<file path="config.mk">
export PLATFORM = sky130hd
export DESIGN_NAME = gpio_irq_detect
export DESIGN_NICKNAME = d
export VERILOG_FILES = /design/src/rtl/gpio_irq_detect.sv
export SDC_FILE = /design/constraint.sdc
export NUM_CORES = 1
export LEC_CHECK = 0
export BUFFER_PORTS_ARGS = -buffer_cell sky130_fd_sc_hd__buf_4
export CAP_MARGIN = 20
export CORE_ASPECT_RATIO = 1.1
export CORE_MARGIN = 4
export CORE_UTILIZATION = 30
export DETAILED_ROUTE_END_ITERATION = 8
export HOLD_SLACK_MARGIN = 0.08
export MAX_ROUTING_LAYER = met4
export PLACE_DENSITY_LB_ADDON = 0.2
export SKIP_LAST_GASP = 1
export SYNTH_ARGS = -nofsm -noshare
export SYNTH_HDL_FRONTEND = slang
export SYNTH_SLANG_ARGS = --single-unit
</file>
<file path="constraint.sdc">
create_clock -name clk -period 4.4 [get_ports clk]
set_clock_uncertainty 0.15 [all_clocks]
set_input_delay 0.88 -clock clk [delete_from_list [all_inputs] [get_ports clk]]
set_output_delay 0.88 -clock clk [all_outputs]
set_load 0.005 [all_outputs]
</file>
<file path="src/rtl/gpio_irq_detect.sv">
module gpio_irq_detect #(
  parameter int N        = 32,
  parameter int AW       = 8,
  parameter int FLAG_OFS = 'h50,
  parameter int CLR_OFS  = 'h58
) (
  input  logic          clk,
  input  logic          rst_n,
  input  logic [N-1:0]  pin_i,
  input  logic [N-1:0]  cfg_sel_i,
  input  logic [N-1:0]  cfg_mask_i,
  input  logic [N-1:0]  cfg_edge_i,
  input  logic [N-1:0]  cfg_pol_i,
  input  logic [N-1:0]  cfg_dual_i,
  input  logic          wr_en_i,
  input  logic [AW-1:0] wr_addr_i,
  input  logic [N-1:0]  wr_data_i,
  input  logic [AW-1:0] rd_addr_i,
  output logic [N-1:0]  rd_data_o,
  output logic          irq_o
);
  localparam logic [AW-1:0] FLAG_A = AW'(FLAG_OFS);
  localparam logic [AW-1:0] CLR_A  = AW'(CLR_OFS);

  logic [N-1:0] prev_q, flag_q;
  logic         armed_q, irq_q;

  wire [N-1:0] rise     = pin_i & ~prev_q & {N{armed_q}};
  wire [N-1:0] fall     = ~pin_i & prev_q & {N{armed_q}};
  wire [N-1:0] edge_hit = (cfg_dual_i & (rise | fall))
                        | (~cfg_dual_i & cfg_pol_i & rise)
                        | (~cfg_dual_i & ~cfg_pol_i & fall);
  wire [N-1:0] lvl_hit  = (cfg_pol_i & pin_i) | (~cfg_pol_i & ~pin_i);
  wire [N-1:0] hit      = cfg_sel_i & ((cfg_edge_i & edge_hit) | (~cfg_edge_i & lvl_hit));
  wire [N-1:0] clr      = (wr_en_i && wr_addr_i == CLR_A) ? wr_data_i : '0;

  always_ff @(posedge clk) begin
    if (!rst_n) begin
      prev_q  <= '0;
      flag_q  <= '0;
      armed_q <= 1'b0;
      irq_q   <= 1'b0;
    end else begin
      prev_q  <= pin_i;
      armed_q <= 1'b1;
      flag_q  <= (flag_q & ~clr) | hit;
      irq_q   <= |(flag_q & ~cfg_mask_i & cfg_sel_i);
    end
  end

  assign rd_data_o = (rd_addr_i == FLAG_A) ? flag_q : '0;
  assign irq_o     = irq_q;
endmodule

</file>
==> After elaboration in Yosys (flattened, before gate mapping) <==
Cells that the tools add are included.
{ "word_totals": {"regBits": 66, "latch_bits": 0, "mem_bits_rw": 0, "rom_bits": 0, "inputBits": 243, "out_inout_bits": 33, "word_cells": 41, "mem_count": 0} }
{ "classes": {"n_addsub": 0, "multipliers": 0, "div": 0, "magnitude_cmp": 0, "n_eq_ne": 2, "shift": 0, "mux": 3, "bitwise_logic": 30, "reduce_logical": 2} }
{ "ops": {"columns": ["op", "count"], "rows": [
  ["$and A32 B32 Y32", 17],
  ["$not A32 Y32", 7],
  ["$or A32 B32 Y32", 6],
  ["$mux W32", 2],
  ["$reduce_or A32 Y1", 1],
  ["$eq A8 B7 Y1 const B", 2],
  ["$logic_and A1 B1 Y1", 1],
  ["$mux W1", 1]
]} }

==> Logic depth before layout (Yosys ltp) <==
{ "logic_depth": {"depth_word": 11, "mapped_depth": 6, "depth_no_buf": 5} }

==> Worst setup path after synthesis <==
No wires, ideal clock.
{ "synth_path": {"path_kind": "input-to-output", "from": "input rd_addr_i[7]", "to": "output rd_data_o[0]", "arrival_ns": 1.751, "required_time_ns": 3.370, "path_slack_ns": 1.619, "stages": 4, "path_buffers": 1, "cell_sequence": "nor4b_1 > and4b_1 > clkbuf_1 > and2_1"} }
{ "synth_via": {"elab_chain_cells": 2} }
{ "synth_rtl": {"columns": ["element", "line_no", "rtl"], "rows": [
  ["from (decl)", "18", "input logic [AW-1:0] rd_addr_i,"],
  ["$eq A8 B7 Y1", "51", "assign rd_data_o = (rd_addr_i == FLAG_A) ? flag_q : '0;"],
  ["$mux W32", "51", null],
  ["to (decl)", "19", "output logic [N-1:0] rd_data_o,"]
]} }
No other way between the ends.

==> Worst setup path after layout <==
{ "layout_path": {"from": "input rd_addr_i[7]", "to": "output rd_data_o[30]"} }
The elaborated chain is that of the path after synthesis.

==> results.toml <==
[critical_path]
path_class = "in2out"
critPathMaxFanout = 32
cp_num_buf_inv = 3
critPathSlowestCell = "buf_4"
r2r-start = "armed_q"
cp.arrival_ns = 2.11
endpoint_kind = "primary output"
crit_chain = "buf_4 -> nor4b_1 -> and4b_1 -> buf_4 -> and2_1 -> buf_4"
max_stage_delay_ns = 0.32
crit_top_cell = "buf_4"
startpoint_type = "primary input"
critPathTopFamily = "simple AND/OR/NAND/NOR gates"
required_ns = 3.37
rrSetupSlack_ns = 2.50
r2r_end = "flag_q[25]"
r2r_cells = 4

[synth]
syn-cell-area_mm2 = 0.00382
synth_area_leaders = "dfxtp_1 (35%), and2_1 (10%), nand2_1 (9.5%), a221oi_1 (7.3%), xor2_1 (7.3%)"
synth.mux.area_fraction_pct = 0
yosys.area_share.simple_pct = 25.5
synth_top_area_share_pct = 34.6
ys_types = 21
synthAdderAreaFrac_pct = 0
synthFlopType = "dfxtp_1"
synthXorXnorAreaFrac_pct = 7.34
synth-compound-area-share_pct = 27.2
synth_top_family_by_area = "compound AO/OA/AOI/OAI gates"
yosysSeqAreaShare_pct = 34.6
async_flop_share_pct = 0
syn_inst = 496
synth_seq_cells = 66
syn_avg_cell_area_um2 = 7.70
yosys_warnings = 0
synth_edf_count = 0
synth_top_area_cell = "dfxtp_1"
syn-num-nets = 739

[grt]
antenna_found_initial = 0
grt_util_all_layers_pct = 20.2
grt_pass1_wl_mm = 22.3
grt_overflow = 0
grt_pass1_vias = 4527
grt_start_max_net_pins = 67

[detailed_routing]
wl_per_cell_um = 16.0
drtIter0Drc = 143
drt_wl_total_mm = 14.9
ant_nets = 0
drt_first_pass_iters = 4
vias = 4418
vias_per_cell = 4.76
drcViolationCount = 0

[cells_and_area]
fillers = 1245
final_cell_count_no_fill = 928
synthToLayoutAreaGrowth_pct = 64.9
seqCellArea_mm2 = 0.00132
final_util_pct = 51.4
num_antenna_cells = 0
multi_input_area_mm2 = 0.00229
drive_gt1_share_pct = 38.0
nets = 1012

[run]
max_cap_violations = 0

[cts]
holdBufCountCts = 0
ctsResizeCount = 0
post_cts_buffers = 0
insertion_delay_ns = 0.32
cts_tree = "built"
htree_num_levels = 3
root_buffer = "clkbuf_16"
clock-sinks = 66
cts_inserted_buffers = 9
clk_path_buf_depth = 2
clk_pin_slew_ns = 0.05

[timing]
hold_viol = 0
slew_viol_final = 0
fmax_mhz = 318
finalCriticalPeriod_ns = 3.14
grt_setup_unrepaired = "false"
slew_headroom_pct = 56.6
timing.final.crit_share_pct = 71.4
setup_tns_ns = 0
tightest_slew_ns = 0.651
setup_violations = 0
holdWs_ns = 0.480

[min_path]
min_from = "flag_q[27]"
hold_path_end = "flag_q[27]"
min_path_type = "reg2reg"
holdPathStages = 2

[die]
chipWidth_um = 116
die_height_um = 126
pin_count = 276
num_rows = 42
floorplan.initialDensity_pct = 31.2
die_area_mm2 = 0.0146
core_area_mm2 = 0.0122

[power_and_ir_drop]
power_per_cell_area_mw_per_mm2 = 272
seqPwrFrac_pct = 38.9
clkPwrFrac_pct = 39.8
p_sw_uw = 407
p_leak_uw = 0.00312
peakVddDrop_uv = 136
p_sw_share_pct = 23.8
power.internal_uw = 1300
power_frac_comb_pct = 21.2

[placement]
portBuffers = 275
gp_congestion = 0.867
dpl.hpwl_mm = 12.1
dp_cells = 912

[outcome]
outcome = "complete, no violations"
[cell families after synthesis]
kind of cell,count (synthesis)
XOR/XNOR,32
AND/OR/NAND/NOR,205
AO/OA/AOI/OAI,145
buffers and inverters,48
flip-flops,66
[cell usage after synthesis, types with 3 or more instances]
master,count
dfxtp_1,66
buf_6,3
nand2_1,97
inv_1,32
nor2_1,35
o22ai_1,16
a221oi_1,32
xor2_1,32
clkbuf_1,13
a21oi_1,32
and2_1,64
a21boi_2,3
a21boi_1,27
nor4_1,3
o21a_1,33
[registers in the layout, indices dropped and copies added, names as in the netlist]
| signal | count |
|---|---|
| flag_q | 32 |
| armed_q | 1 |
| prev_q | 32 |
| irq_o | 1 |
[worst register-to-register path: cells and delay by family (launching register included)]
family | cells | cell delay [ns]
and+or+nand+nor | 1 | 0.09
AOI/OAI and AO/OA | 2 | 0.47
DFF | 1 | 0.73
buffers and inverters | 1 | 0.40
[cells in the final DEF, fill, tap and decap left out]
cell,count
buf_4,278
nand2_1,97
dfxtp_1,66
and2_1,64
nor2_1,35
o21a_1,33
a21oi_1,32
xor2_1,32
inv_1,32
a221oi_1,32
a21boi_1,27
o22ai_1,16
clkbuf_16,9
clkbuf_1,4
a21boi_2,3
nor4_1,3
nand3_1,2
a21boi_0,2
clkinv_2,2
nor4b_1,1
and4b_1,1
nor4bb_1,1
nor4_4,1
bufinv_16,1
[worst max path at each step]
| stage | from | cells past startpoint | endpoint |
|---|---|---|---|
| floorplan | rd_addr_i[7] | 4 | rd_data_o[0] |
| global placement | rd_addr_i[7] | 6 | rd_data_o[5] |
| detailed placement | rd_addr_i[7] | 6 | rd_data_o[9] |
| CTS | rd_addr_i[7] | 6 | rd_data_o[9] |
| global route | rd_addr_i[7] | 6 | rd_data_o[4] |
| finish | rd_addr_i[7] | 6 | rd_data_o[30] |
[area by class of cell]
type                    count  share of cell area, %
repair buffers            278                   33.1
clock inverters             3                  0.636
flip-flops and latches     66                   21.0
well taps                 154                   3.06
multi-input cells         382                   36.4
inverters                  32                   1.91
clock buffers              13                   3.82
[per-stage QoR]
stage	instance area, µm²	setup WS, ns	total power [µW]
6_report	6300	1.26	1710
5_1_grt	6300	1.12	1810
3_5_place_dp	6020	1.24	1040
4_1_cts	6300	1.24	1730
2_1_floorplan	3820	1.62	810
3_3_place_gp	6020	1.31	1030
[power by group through the flow]
stage          clock network [µW]  logic [µW]  registers (µW)
2_1_floorplan                   0         142             668
3_5_place_dp                    0         365             678
4_1_cts                       702         366             666
6_report                      681         363             666
5_1_grt                       737         403             671
3_3_place_gp                    0         355             678
[layer usage]
| layer | vias up | GRT usage, % | part of all wire (%) |
|---|---|---|---|
| li1 | 2237 | - | - |
| met1 | 1993 | 23.1 | 39 |
| met2 | 169 | 35.6 | 52 |
| met3 | 19 | 3.62 | 7.5 |
| met4 | 0 | 6.28 | 1.5 |
| met5 | - | - | 0 |
Power figures use the tool's default switching activity.
